`config.mk`:
```
export PLATFORM = sky130hd
export DESIGN_NAME = tpt_addr_xlate
export DESIGN_NICKNAME = d
export VERILOG_FILES = /design/src/rtl/tpt_pkg.sv /design/src/rtl/tpt_rd_master.sv /design/src/rtl/tpt_field_pick.sv /design/src/rtl/tpt_addr_xlate.sv
export SDC_FILE = /design/constraint.sdc
export NUM_CORES = 1
export LEC_CHECK = 0
export BUFFER_PORTS_ARGS = -buffer_cell sky130_fd_sc_hd__buf_2
export CAP_MARGIN = 20
export CORE_AREA = 2 2 182 184
export DETAILED_ROUTE_END_ITERATION = 7
export DIE_AREA = 0 0 184 186
export PLACE_DENSITY = 0.56
export RECOVER_POWER = 50
export SLEW_MARGIN = 15
export SYNTH_ARGS = -nofsm -noshare
export SYNTH_HDL_FRONTEND = slang
export SYNTH_SLANG_ARGS = --single-unit
```
`constraint.sdc`:
```
create_clock -name clk -period 3.2 [get_ports clk]
set_input_delay 0.16 -clock clk [delete_from_list [all_inputs] [get_ports clk]]
set_output_delay 0.16 -clock clk [all_outputs]
set_load 0.03 [all_outputs]
```
`src/rtl/tpt_pkg.sv`:
```
package tpt_pkg;

   typedef enum logic [2:0] {
      S_IDLE,
      S_SIZE,
      S_LIST,
      S_GCNT,
      S_GINFO,
      S_OFFS,
      S_LANE,
      S_PIN
   } tpt_state_t;

   localparam logic [7:0] OFF_SIZE  = 8'h14;
   localparam logic [7:0] OFF_LIST  = 8'h18;
   localparam logic [3:0] ENT_VALID = 4'h8;
   localparam logic [3:0] NIB_STB   = 4'hE;
   localparam logic [3:0] NIB_DAT   = 4'hF;

endpackage

```
`src/rtl/tpt_rd_master.sv`:
```
module tpt_rd_master #(
   parameter int AW = 24,
   parameter int DW = 32
) (
   input  logic          clk,
   input  logic          rst_n,
   input  logic          start,
   input  logic [AW-1:0] start_addr,
   output logic          rsp_valid,
   output logic [DW-1:0] rsp_data,
   output logic [AW-1:0] avm_address,
   output logic          avm_read,
   input  logic          avm_waitrequest,
   input  logic [DW-1:0] avm_readdata,
   input  logic          avm_readdatavalid
);

   typedef enum logic [1:0] {M_IDLE, M_REQ, M_WAIT} mphase_t;
   mphase_t       phase;
   logic [AW-1:0] addr_q;

   always_ff @(posedge clk or negedge rst_n) begin
      if (!rst_n) begin
         phase  <= M_IDLE;
         addr_q <= '0;
      end else begin
         case (phase)
            M_IDLE: if (start) begin
               addr_q <= {start_addr[AW-1:2], 2'b00};
               phase  <= M_REQ;
            end
            M_REQ:  if (!avm_waitrequest) phase <= M_WAIT;
            M_WAIT: if (avm_readdatavalid) phase <= M_IDLE;
            default: phase <= M_IDLE;
         endcase
      end
   end

   assign avm_read    = (phase == M_REQ);
   assign avm_address = addr_q;
   assign rsp_valid   = (phase == M_WAIT) && avm_readdatavalid;
   assign rsp_data    = avm_readdata;

endmodule

```
`src/rtl/tpt_field_pick.sv`:
```
module tpt_field_pick #(
   parameter int DW = 32
) (
   input  logic [DW-1:0] word_i,
   input  logic [1:0]    bsel,
   output logic [7:0]    byte_o,
   output logic [15:0]   half_o
);

   localparam int NB = DW / 8;
   localparam int NH = DW / 16;

   logic [7:0]  bytes [NB];
   logic [15:0] halves [NH];

   for (genvar b = 0; b < NB; b++) begin : g_byte
      assign bytes[b] = word_i[8*b +: 8];
   end
   for (genvar h = 0; h < NH; h++) begin : g_half
      assign halves[h] = word_i[16*h +: 16];
   end

   assign byte_o = bytes[bsel];
   assign half_o = halves[bsel[1]];

endmodule

```
`src/rtl/tpt_addr_xlate.sv`:
```
module tpt_addr_xlate
   import tpt_pkg::*;
#(
   parameter int            AW      = 24,
   parameter logic [AW-1:0] BASE    = 24'h00E000,
   parameter int            ID_W    = 4,
   parameter int            GROUP_W = 2,
   parameter int            PIN_W   = 5,
   parameter int            MAX_IF  = 8
) (
   input  logic               clk,
   input  logic               rst_n,
   input  logic               req_valid,
   input  logic [ID_W-1:0]    req_id,
   input  logic [GROUP_W-1:0] req_group,
   input  logic [PIN_W-1:0]   req_pin,
   input  logic               req_strobe,
   output logic               busy,
   output logic               done,
   output logic               error,
   output logic [15:0]        pin_addr,
   output logic [AW-1:0]      avm_address,
   output logic               avm_read,
   input  logic               avm_waitrequest,
   input  logic [31:0]        avm_readdata,
   input  logic               avm_readdatavalid
);

   localparam int CNT_W = $clog2(MAX_IF + 1);
   localparam int OW    = 24;

   if (AW < 17 || AW > 32) begin : g_bad_aw
      $error("tpt_addr_xlate: AW must be within 17..32");
   end
   if (GROUP_W < 1 || GROUP_W > 2) begin : g_bad_grp
      $error("tpt_addr_xlate: GROUP_W must be 1 or 2");
   end
   if (ID_W != 4) begin : g_bad_id
      $error("tpt_addr_xlate: ID_W must be 4");
   end
   if (PIN_W < 1 || PIN_W > 6) begin : g_bad_pin
      $error("tpt_addr_xlate: PIN_W must be within 1..6");
   end
   if (MAX_IF < 1) begin : g_bad_if
      $error("tpt_addr_xlate: MAX_IF must be at least 1");
   end

   tpt_state_t         state;
   logic [ID_W-1:0]    q_id;
   logic [GROUP_W-1:0] q_grp;
   logic [PIN_W-1:0]   q_pin;
   logic               q_stb;
   logic [15:0]        tsize;
   logic [15:0]        cur_off;
   logic [CNT_W-1:0]   if_cnt;
   logic [OW-1:0]      desc;
   logic [1:0]         lane_sel;
   logic               half_sel;
   logic [7:0]         lane_byte;

   logic               rd_start;
   logic [OW-1:0]      rd_off;
   logic [AW-1:0]      rd_addr;
   logic               rsp_valid;
   logic [31:0]        rsp_data;

   logic [1:0]         pick_sel;
   logic [7:0]         pick_byte;
   logic [15:0]        pick_half;
   logic [1:0]         grp2;
   logic [16:0]        next_off;
   logic [15:0]        pin_loc;
   logic [7:0]         pin_lim;
   logic [7:0]         pin_req;
   logic [7:0]         grp_req;

   assign rd_addr  = BASE + AW'(rd_off);
   assign grp2     = 2'(q_grp);
   assign next_off = {1'b0, cur_off} + 17'd4;
   assign pin_loc  = rsp_data[15:0] + (16'(q_pin) << 1);
   assign pin_lim  = {2'b00, pick_byte[5:0]};
   assign pin_req  = 8'(q_pin);
   assign grp_req  = 8'(q_grp);

   always_comb begin
      case (state)
         S_GINFO: pick_sel = grp2;
         S_LANE:  pick_sel = lane_sel;
         default: pick_sel = {half_sel, 1'b0};
      endcase
   end

   tpt_rd_master #(.AW(AW), .DW(32)) u_rdm (
      .clk               (clk),
      .rst_n             (rst_n),
      .start             (rd_start),
      .start_addr        (rd_addr),
      .rsp_valid         (rsp_valid),
      .rsp_data          (rsp_data),
      .avm_address       (avm_address),
      .avm_read          (avm_read),
      .avm_waitrequest   (avm_waitrequest),
      .avm_readdata      (avm_readdata),
      .avm_readdatavalid (avm_readdatavalid)
   );

   tpt_field_pick #(.DW(32)) u_pick (
      .word_i (rsp_data),
      .bsel   (pick_sel),
      .byte_o (pick_byte),
      .half_o (pick_half)
   );

   always_ff @(posedge clk or negedge rst_n) begin
      if (!rst_n) begin
         state     <= S_IDLE;
         q_id      <= '0;
         q_grp     <= '0;
         q_pin     <= '0;
         q_stb     <= 1'b0;
         tsize     <= '0;
         cur_off   <= '0;
         if_cnt    <= '0;
         desc      <= '0;
         lane_sel  <= '0;
         half_sel  <= 1'b0;
         lane_byte <= '0;
         rd_start  <= 1'b0;
         rd_off    <= '0;
         done      <= 1'b0;
         error     <= 1'b0;
         pin_addr  <= '0;
      end else begin
         rd_start <= 1'b0;
         done     <= 1'b0;
         error    <= 1'b0;
         case (state)
            S_IDLE: begin
               if (req_valid) begin
                  q_id     <= req_id;
                  q_grp    <= req_group;
                  q_pin    <= req_pin;
                  q_stb    <= req_strobe;
                  rd_start <= 1'b1;
                  rd_off   <= OW'(OFF_SIZE);
                  state    <= S_SIZE;
               end
            end
            S_SIZE: if (rsp_valid) begin
               tsize <= rsp_data[15:0];
               if (16'(OFF_LIST) > rsp_data[15:0]) begin
                  state <= S_IDLE; done <= 1'b1; error <= 1'b1; pin_addr <= '0;
               end else begin
                  cur_off  <= 16'(OFF_LIST);
                  if_cnt   <= CNT_W'(1);
                  rd_start <= 1'b1;
                  rd_off   <= OW'(OFF_LIST);
                  state    <= S_LIST;
               end
            end
            S_LIST: if (rsp_valid) begin
               if (rsp_data[31:28] != ENT_VALID) begin
                  state <= S_IDLE; done <= 1'b1; error <= 1'b1; pin_addr <= '0;
               end else if (rsp_data[27:24] == q_id) begin
                  desc     <= rsp_data[23:0];
                  rd_start <= 1'b1;
                  rd_off   <= rsp_data[23:0] + 24'd4;
                  state    <= S_GCNT;
               end else if (if_cnt == CNT_W'(MAX_IF) || next_off > {1'b0, tsize}) begin
                  state <= S_IDLE; done <= 1'b1; error <= 1'b1; pin_addr <= '0;
               end else begin
                  cur_off  <= next_off[15:0];
                  if_cnt   <= if_cnt + 1'b1;
                  rd_start <= 1'b1;
                  rd_off   <= OW'(next_off[15:0]);
               end
            end
            S_GCNT: if (rsp_valid) begin
               if (grp_req >= rsp_data[7:0]) begin
                  state <= S_IDLE; done <= 1'b1; error <= 1'b1; pin_addr <= '0;
               end else begin
                  rd_start <= 1'b1;
                  rd_off   <= desc + 24'd8;
                  state    <= S_GINFO;
               end
            end
            S_GINFO: if (rsp_valid) begin
               if (pick_byte[7:6] == 2'b00 || pin_req >= pin_lim) begin
                  state <= S_IDLE; done <= 1'b1; error <= 1'b1; pin_addr <= '0;
               end else begin
                  rd_start <= 1'b1;
                  rd_off   <= desc + 24'd12 + (OW'(q_grp) << 2);
                  state    <= S_OFFS;
               end
            end
            S_OFFS: if (rsp_valid) begin
               lane_sel <= rsp_data[17:16];
               half_sel <= pin_loc[1];
               desc     <= OW'({pin_loc[15:2], 2'b00});
               rd_start <= 1'b1;
               rd_off   <= OW'({rsp_data[31:18], 2'b00});
               state    <= S_LANE;
            end
            S_LANE: if (rsp_valid) begin
               lane_byte <= pick_byte;
               rd_start  <= 1'b1;
               rd_off    <= desc;
               state     <= S_PIN;
            end
            S_PIN: if (rsp_valid) begin
               state <= S_IDLE;
               done  <= 1'b1;
               if (pick_half[15:8] != lane_byte || pick_half[7:5] != 3'b111) begin
                  error    <= 1'b1;
                  pin_addr <= '0;
               end else begin
                  pin_addr <= {lane_byte, (q_stb ? NIB_STB : NIB_DAT), pick_half[3:0]};
               end
            end
            default: state <= S_IDLE;
         endcase
      end
   end

   assign busy = (state != S_IDLE);

endmodule

```
-- Yosys cells after proc, flatten, opt, wreduce, memory -nomap -nowiden
Index checks and enable logic that the tools add are counted.
Widths: inputs -> output; s select.
- bits in registers: 153
- input port bits: 49
- word-level logic and storage cells: 198
- mux-type cells: 100
- reductions and logical operators: 24
- $lt $le $gt $ge: 6
- bitwise operators: 2
- equality and inequality tests: 39
- add/sub/neg operators: 8
- operators by type and width (operator ; number):
    $mux 24 ; 17
    $mux 16 ; 21
    $pmux 24 s7 ; 1
    $pmux 16 s5 ; 1
    $add 24x4->24 const B ; 2
    $pmux 24 s2 ; 1
    $ne 2x2->1 const B ; 21
    $mux 3 ; 13
    $pmux 16 s2 ; 1
    $mux 1 ; 25
    $add 16x24->24 const A ; 1
    $add 24x3->24 const B ; 1
    $add 24x4->24 ; 1
    $mux 4 ; 6
    $pmux 3 s8 ; 1
    $add 16x3->17 const B ; 1
    $gt 17x16->1 ; 1
    $add 16x6->16 ; 1
    $bmux 8 s2 ; 1
    $gt 5x16->1 const A ; 1
    $mux 8 ; 2
    $reduce_and 13->1 ; 1
    $eq 3x3->1 const B ; 4
    $ne 3x3->1 const B ; 4
    other kinds (36) ; 50

-- Logic depth before layout (Yosys ltp)
Gate-level depths: netlist of run 1.
- depth after elaboration: 11
- mapped depth: 16
- mapped depth without buffers: 15

-- Modules after synthesis
From an unflattened synthesis of run 1, not the netlist that was laid out.
- cells, all modules: 1111
- area, all modules: 10283.6 µm²
- modules (own cells, without submodules) (module ; times used ; area each (µm²) ; cells each ; sequential area each (µm²)):
    tpt_addr_xlate ; 1 ; 8660.8 ; 991 ; 3128.0
    tpt_rd_master ; 1 ; 1194.9 ; 92 ; 600.6
    tpt_field_pick ; 1 ; 427.9 ; 28 ; 0.0

-- Worst setup path after synthesis of run 1
OpenSTA, ideal clock, no wires.
- path kind: register to register
- from: reg state[1]
- to: reg rd_off[4]
- arrival time: 3.253 ns
- setup slack: -0.185 ns
- required time: 3.068 ns
- buffers on the path: 3
- stages on the path, launching flop included: 17
- cell sequence: dfrtp_1 > buf_6 > mux2_4 > mux2i_4 > buf_2 > mux2i_1 > mux2i_1 > ha_1 > nand2b_1 > a211oi_1 > o21bai_1 > a21oi_1 > o32ai_1 > o2bb2ai_2 > o31ai_2 > buf_6 > mux2i_1
- word-level cells in the longest chain between the ends: 10
- elaborated cells between the ends (all ways): 30
- RTL lines (item ; RTL line ; RTL):
    start: declaration ; tpt_addr_xlate.sv:48 ; tpt_state_t state;
    start signal: assignment ; tpt_addr_xlate.sv:116 ; state <= S_IDLE;
    start signal: assignment ; tpt_addr_xlate.sv:146 ; state <= S_SIZE;
    start signal: assignment ; tpt_addr_xlate.sv:152 ; state <= S_IDLE; done <= 1'b1; error <= 1'b1; pin_addr <= '0;
    $eq 3x3->1 ; tpt_addr_xlate.sv:86 ; case (state)
    $pmux 2 s2 (*) ; tpt_addr_xlate.sv:86 ;
    $not 2->3 (implied by the code) (*) ; tpt_field_pick.sv:23 ; assign byte_o = bytes[bsel];
    $bmux 8 s2 (*) ; tpt_field_pick.sv:23 ;
    $mux 8 (implied by the code) (*) (2 in a row) ; tpt_field_pick.sv:23 ;
    named net pick_byte[0] ; tpt_addr_xlate.sv:68 ; logic [7:0] pick_byte;
    $ge 5x6->1 (*) ; tpt_addr_xlate.sv:188 ; if (pick_byte[7:6] == 2'b00 || pin_req >= pin_lim) begin
    $logic_or 1x1->1 (*) ; tpt_addr_xlate.sv:188 ;
    $ne 2x2->1 (no source line) (*) ; -- ;
    $reduce_and 13->1 (no source line) (*) ; -- ;
    end signal: assignment ; tpt_addr_xlate.sv:183 ; rd_off <= desc + 24'd8;
    end signal: assignment ; tpt_addr_xlate.sv:192 ; rd_off <= desc + 24'd12 + (OW'(q_grp) << 2);
    end signal: assignment ; tpt_addr_xlate.sv:201 ; rd_off <= OW'({rsp_data[31:18], 2'b00});
    end: declaration ; tpt_addr_xlate.sv:62 ; logic [OW-1:0] rd_off;
Mark *: on every way through the listed nets, which the timed path passes. The rest lies on a longest branch. The select of a mux whose other input is x is not followed.
A chain may end at the register's enable or synchronous reset.

-- Worst setup path after layout of run 1
- from: reg cur_off[3]
- to: reg if_cnt[2]
- word-level cells in the longest chain between the ends: 5
- RTL lines (item ; RTL line ; RTL):
    start: declaration ; tpt_addr_xlate.sv:54 ; logic [15:0] cur_off;
    start signal: assignment ; tpt_addr_xlate.sv:154 ; cur_off <= 16'(OFF_LIST);
    start signal: assignment ; tpt_addr_xlate.sv:172 ; cur_off <= next_off[15:0];
    $add 16x3->17 ; tpt_addr_xlate.sv:79 ; assign next_off = {1'b0, cur_off} + 17'd4;
    $gt 17x16->1 ; tpt_addr_xlate.sv:169 ; end else if (if_cnt == CNT_W'(MAX_IF) || next_off > {1'b0, tsize}) begin
    $logic_or 1x1->1 ; tpt_addr_xlate.sv:169 ;
    $ne 2x2->1 (no source line) ; -- ;
    $reduce_and 7->1 (no source line) ; -- ;
    end signal: assignment ; tpt_addr_xlate.sv:173 ; if_cnt <= if_cnt + 1'b1;
    end: declaration ; tpt_addr_xlate.sv:55 ; logic [CNT_W-1:0] if_cnt;
Every way passes these cells.

==> results.yml, run 1 <==
die:
  die_area_mm2: 0.0342
  ios: 93
  core_mm2: 0.0322
  die_y_um: 186
  rows: 66
  start_util_pct: 29.7
  die_width_um: 184
critical_path:
  cp-start-kind: "flop"
  crit_chain: "and3_4 -> nand3_4 -> nor2_2 -> nand4_1 -> xnor2_2 -> ha_1 -> nand3_2 -> or4_4 -> nor4_4 -> a31oi_4 -> nor2_4 -> o21ai_4 -> or3_1 -> a22oi_1"
  reg2reg_to: "if_cnt[2]"
  cpLargestDelayFamily: "simple AND/OR/NAND/NOR gates"
  crit_path_end: "if_cnt[2]"
  crit_path_start: "cur_off[3]"
  crit_buf_inv: 0
  r2r_setup_slack_ns: -0.22
  critPathMaxStageDelay_ns: 0.55
  cp-end-kind: "flop"
  worstRegToRegCells: 14
  cp_slowest_cell: "or4_4"
  critPathKind: "flop to flop"
  crit_arrival_ns: 3.77
  timing.rr.start: "cur_off[3]"
  path_depth: 14
  required_ns: 3.55
  worstPathMaxFanout: 5
synth:
  yosysMostFrequentCell: "nand2_1"
  synth_commonest_cells: "nand2_1 (215), dfrtp_1 (145), o21ai_0 (109), nor2_1 (70), inv_1 (59)"
  synth_top_area_share_pct: 37.9
  synthFlopType: "dfrtp_1"
  ys_seq_elements: 145
  seq_area_frac_synth_pct: 37.9
  synth_top_area_cell: "dfrtp_1"
  synth_edf_count: 0
  synth_warnings: 0
  ys_async_sr_fraction_pct: 100
  synthesis.area_mm2: 0.00958
  ys_types: 75
  syn_inst: 1144
  synth_area_per_cell_um2: 8.37
  ys_top_cells_by_area: "dfrtp_1 (38%), nand2_1 (8.4%), o21ai_0 (5.7%)"
sta:
  grt_setup_unrepaired: "true"
  finalCritPeriodShare_pct: 107
  worst-slew-pin-transition_ns: 2.63
  skew_ns: 0.0123
  maxSlewHeadroom_pct: -75.4
  drv_slew: 98
  setup_slack_ns: -0.220
  setup_viol: 58
  fin_crit_ns: 3.42
  final-hold-violation-count: 0
  max_freq_mhz: 292
pwr:
  p_per_area_mw_per_mm2: 822
  power_leakage_nw: 5.56
  vdd_drop_max_mv: 0.465
flow_run:
  drv_cap: 1
clocking:
  clk_pin_slew_ns: 0.07
  ctsRootBufferMaster: "clkbuf_16"
  insertion_delay_ns: 0.44
  numClockSinks: 145
  cts_buffers: 17
  cts_tree: "built"
  clk_path_buf_depth: 2
  ctsHtreeMaxLevel: 4
route:
  ant_nets: 0
  drt_iter0_drc: 951
  drc: 0
  firstDrtPassIters: 5
  via_per_inst: 5.32
  wl_per_cell_um: 19.7
  vias: 9278
  drt-total-wl_um: 34400
placement:
  place.gp.congestion: 0.974
  placed_area_mm2: 0.0111
  portBuffers: 90
  dp_slack_ns: -0.258
  placedCellCount: 1681
  hpwlAfterDp_um: 25600
grt:
  antenna_found_initial: 0
  grt_pass1_wl_um: 53700
  grt_usage_pct: 20.7
  overflow: 0
  grt_max_degree: 99
  grt_pass1_vias: 9169
cells_and_area:
  design_area_mm2: 0.0122
  final_cells: 1745
  area_growth_pct: 27.6
  n_fill_cell: 3273
  nets: 1413
  drive_gt1_share_pct: 20.4
  num_antenna_cells: 0
status:
  status: "finished, violations left"
  violations: "max-capacitance violations, max-slew violations, negative setup slack"
min_path:
  hold_path.class: "primary input to flop"
-- area by class of cell --
type	count	area, µm²	area share [%]
Multi-Input combinational cell	874	5730	46.8
Sequential cell	145	3630	29.7
Timing Repair Buffer	226	1550	12.7
Tap cell	408	510	4.18
Clock buffer	18	439	3.59
Inverter	60	225	1.84
Clock inverter	14	146	1.20
-- layer usage --
metal / vias up / global-route usage (%) / part of all wire (%)
li1: 4376 / - / -
met1: 4426 / 27.8 / 45
met2: 404 / 31.9 / 44
met3: 72 / 5.32 / 7.7
met4: 0 / 7.97 / 3.3
met5: - / 0 / 0
-- registers in the layout, summed over array words and instances (netlist names), 2 cells and up --
register and cells:
pin_addr 14, lane_byte 8, lane_sel 2, q_id 4
state 3, tsize 16, rd_off 22, q_pin 5
cur_off 14, grp2 2, if_cnt 4, desc 22
u_rdm.phase 2, u_rdm.avm_address 22
-- repair_timing --
action                                  4_1_cts  5_1_grt
endpoints found under the hold margin       111        0
gates resized for setup                      42       17
hold buffers                                 15        0
pin swaps                                    14        4
endpoints found under the setup margin       60       60
cloned                                        1        1
buffers inserted                             13        2
-- kinds of logic after synthesis --
group	share of synthesized area, %
fa+ha+maj	5.38
flops	37.9
compound gates	19.2
buf+inv	5.58
mux	5.26
other cells	0.0391
xor+xnor	6.13
simple gates	20.5
-- per-stage QoR --
| step | hold slack [ns] | TNS (ns) | total power [mW] | utilization (%) |
|---|---|---|---|---|
| finish | 0.0602 | -8.83 | 10.1 | 38.0 |
| global route | 0.0456 | -20.04 | 10.7 | 38.0 |
| CTS | 0.0314 | -3.26 | 9.93 | 37.8 |
| detailed placement | 0.354 | -11.95 | 7.54 | 34.6 |
| global placement | 0.350 | -10.72 | 7.47 | 34.6 |
| floorplan | -0.136 | -0.517 | 5.75 | - |
-- placed cells by master, fill, tap and decap left out, types with 16 or more instances in the layout --
master,Yosys,layout
xor2_1,37,37
buf_4,6,111
nand2_1,215,214
a211oi_1,17,16
o21ai_0,109,100
buf_2,10,49
ha_1,38,36
clkbuf_16,0,17
inv_1,59,59
nor2_1,70,66
xnor2_1,30,28
nand3_1,43,40
clkbuf_1,44,40
a21oi_1,43,37
dfrtp_1,145,145
mux2i_1,32,29
-- worst register-to-register path, stage by stage, from the launching register on --
cell     delay [ns]
dfrtp_1        0.41
and3_4         0.23
nand3_4        0.09
nor2_2         0.13
nand4_1        0.18
xnor2_2        0.20
ha_1           0.31
nand3_2        0.08
or4_4          0.55
nor4_4         0.23
a31oi_4        0.09
nor2_4         0.18
o21ai_4        0.10
or3_1          0.41
a22oi_1        0.15
-- how the worst min path moves through the flow --
stage / start / end / slack (ns) / cells after the start
CTS: avm_readdata[23] / desc[23] / 0.03 / 3
finish: avm_readdata[22] / desc[22] / 0.06 / 3
global placement: req_id[1] / q_id[1] / 0.35 / 3
detailed placement: req_id[1] / q_id[1] / 0.35 / 3
global route: avm_readdata[23] / desc[23] / 0.05 / 3
floorplan: rst_n / cur_off[10] / -0.14 / 0
-- power by group --
group          switching (mW)  internal [mW]
combinational            3.03           2.13
clock                   0.909           1.12
sequential              0.503           2.37
total                    4.44           5.62
Power figures use the tool's default switching activity.
==> inputs of run 2 (changes only) <==
==> constraint.sdc (replaced) <==
create_clock -name clk -period 3.2 [get_ports clk]
set_input_delay 0.16 -clock clk [delete_from_list [all_inputs] [get_ports clk]]
set_output_delay 0.16 -clock clk [all_outputs]
set_load 0.005 [all_outputs]
==> run 2 against run 1 <==
Net effect: the run still ends with max-capacitance violations, max-slew violations, negative setup slack left; clock skew decreased by 0.0013 ns; wire length increased by 0.24%; core utilization increased by 0.097 points; critical path depth unchanged; sequential cell count unchanged; via count about the same; power decreased by 1.6%; non-clock buffer count unchanged; largest cell class unchanged.
==> results.yml, run 2 (synthesis gave the netlist of run 1 again) <==
status:
  status: "finished, violations left"
  violations: "max-capacitance violations, max-slew violations, negative setup slack"
sta:
  grt_setup_unrepaired: "true"
  maxSlewHeadroom_pct: -75.3
  finalCritPeriodShare_pct: 107
  drv_slew: 98
  setup_viol: 58
  worst-slew-pin-transition_ns: 2.63
  final-hold-violation-count: 0
  hold_slack_ns: 0.0560
  max_freq_mhz: 292
  setup_tns_ns: -8.75
  fin_crit_ns: 3.43
  setup_slack_ns: -0.228
  skew_ns: 0.0110
critical_path:
  cp_slowest_cell: "or4_4"
  required_ns: 3.55
  cp-end-kind: "flop"
  crit_arrival_ns: 3.78
  crit_path_start: "cur_off[3]"
  cp-start-kind: "flop"
  timing.rr.start: "cur_off[3]"
  worstPathMaxFanout: 5
  critPathMaxStageDelay_ns: 0.55
  crit_chain: "and3_4 -> nand3_4 -> nor2_2 -> nand4_1 -> xnor2_2 -> ha_1 -> nand3_2 -> or4_4 -> nor4_4 -> a31oi_4 -> nor2_4 -> o21ai_4 -> or3_1 -> a22oi_1"
  critPathKind: "flop to flop"
clocking:
  insertion_delay_ns: 0.44
  ctsHtreeMaxLevel: 4
  numClockSinks: 145
  clk_path_buf_depth: 2
  cts_buffers: 17
  clk_pin_slew_ns: 0.07
  ctsRootBufferMaster: "clkbuf_16"
  cts_tree: "built"
route:
  drc: 0
  via_per_inst: 5.32
  drt-total-wl_um: 34500
  ant_nets: 0
  vias: 9285
  drt_iter0_drc: 1013
  wl_per_cell_um: 19.8
  firstDrtPassIters: 5
min_path:
  hold_path.class: "primary input to flop"
  worstHoldStart: "avm_readdata[22]"
die:
  core_mm2: 0.0322
  die_y_um: 186
  start_util_pct: 29.7
  ios: 93
  die_width_um: 184
  rows: 66
  die_area_mm2: 0.0342
pwr:
  p_per_area_mw_per_mm2: 807
  vdd_drop_max_mv: 0.469
  power_leakage_nw: 5.66
  finalPower_mw: 9.90
grt:
  overflow: 0
  grt_pass1_vias: 9169
  grt_max_degree: 99
  grt_usage_pct: 20.7
  antenna_found_initial: 0
  grt_pass1_wl_um: 53700
placement:
  hpwlAfterDp_um: 25600
  place.gp.congestion: 0.974
  portBuffers: 90
  placedCellCount: 1681
cells_and_area:
  num_antenna_cells: 0
  final_common_cell: "nand2_1"
  drive_gt1_share_pct: 22.3
  multiInputGateArea_mm2: 0.00573
  final_cell_mix: "nand2_1 (214), dfrtp_1 (145), buf_4 (111), o21ai_0 (100), buf_2 (74)"
  area.sequential_mm2: 0.00363
  n_fill_cell: 3260
  fin_util_pct: 38.1
  nets: 1413
  final_cells: 1745
  area_growth_pct: 28.0
flow_run:
  drv_cap: 1
-- run 2: path summary, 6_finish.rpt --
kind	end	slack (ns)	depth (start not counted)
max reg2reg	if_cnt[2]	-0.23	14
min	desc[22]	0.06	3
min in group asynchronous	pin_addr[15]	1.09	2
min reg2reg	pin_addr[4]	0.47	1
max	if_cnt[2]	-0.23	14
max in group asynchronous	desc[12]	0.59	2
-- run 2: per-stage QoR --
| stage | setup WS [ns] | area (µm²) |
|---|---|---|
| final | -0.228 | 12300 |
| after global routing | -0.405 | 12300 |
| after CTS | -0.103 | 12200 |
| after detailed placement | -0.258 | 11100 |
| after global placement | -0.242 | 11100 |
| after floorplan | -0.0439 | 9630 |
-- run 2: final cells by class --
cell class / count / share of cell area (%)
multi-input combinational: 874 / 46.7
tap: 408 / 4.16
inverter: 60 / 1.84
clock inverter: 14 / 1.19
sequential: 145 / 29.6
timing repair buffer: 226 / 12.9
clock buffer: 18 / 3.58
-- run 2: what timing repair did --
action,4_1_cts,5_1_grt
hold endpoints to repair,111,0
setup buffers,13,2
gates cloned,1,1
pin swaps,14,4
resized for setup,42,17
endpoints found under the setup margin,60,60
hold buffers,15,0
-- run 2: power by group --
group / internal [mW] / switching [mW]
Combinational: 2.15 / 2.85
Clock: 1.12 / 0.914
Sequential: 2.37 / 0.501
-- run 2: metal layers --
metal  track usage [%]  wire, µm
met5                 0         0
met4              7.97      1160
met3              5.32      2720
met2              31.9     15300
met1              27.8     15400
-- run 2: worst max-delay path, delay by kind of cell, from the launching register on --
kind            cells  cell delay (ns)
compound gates      3             0.34
xor+xnor            1             0.20
fa+ha+maj           1             0.31
flops               1             0.41
simple gates        9             2.08
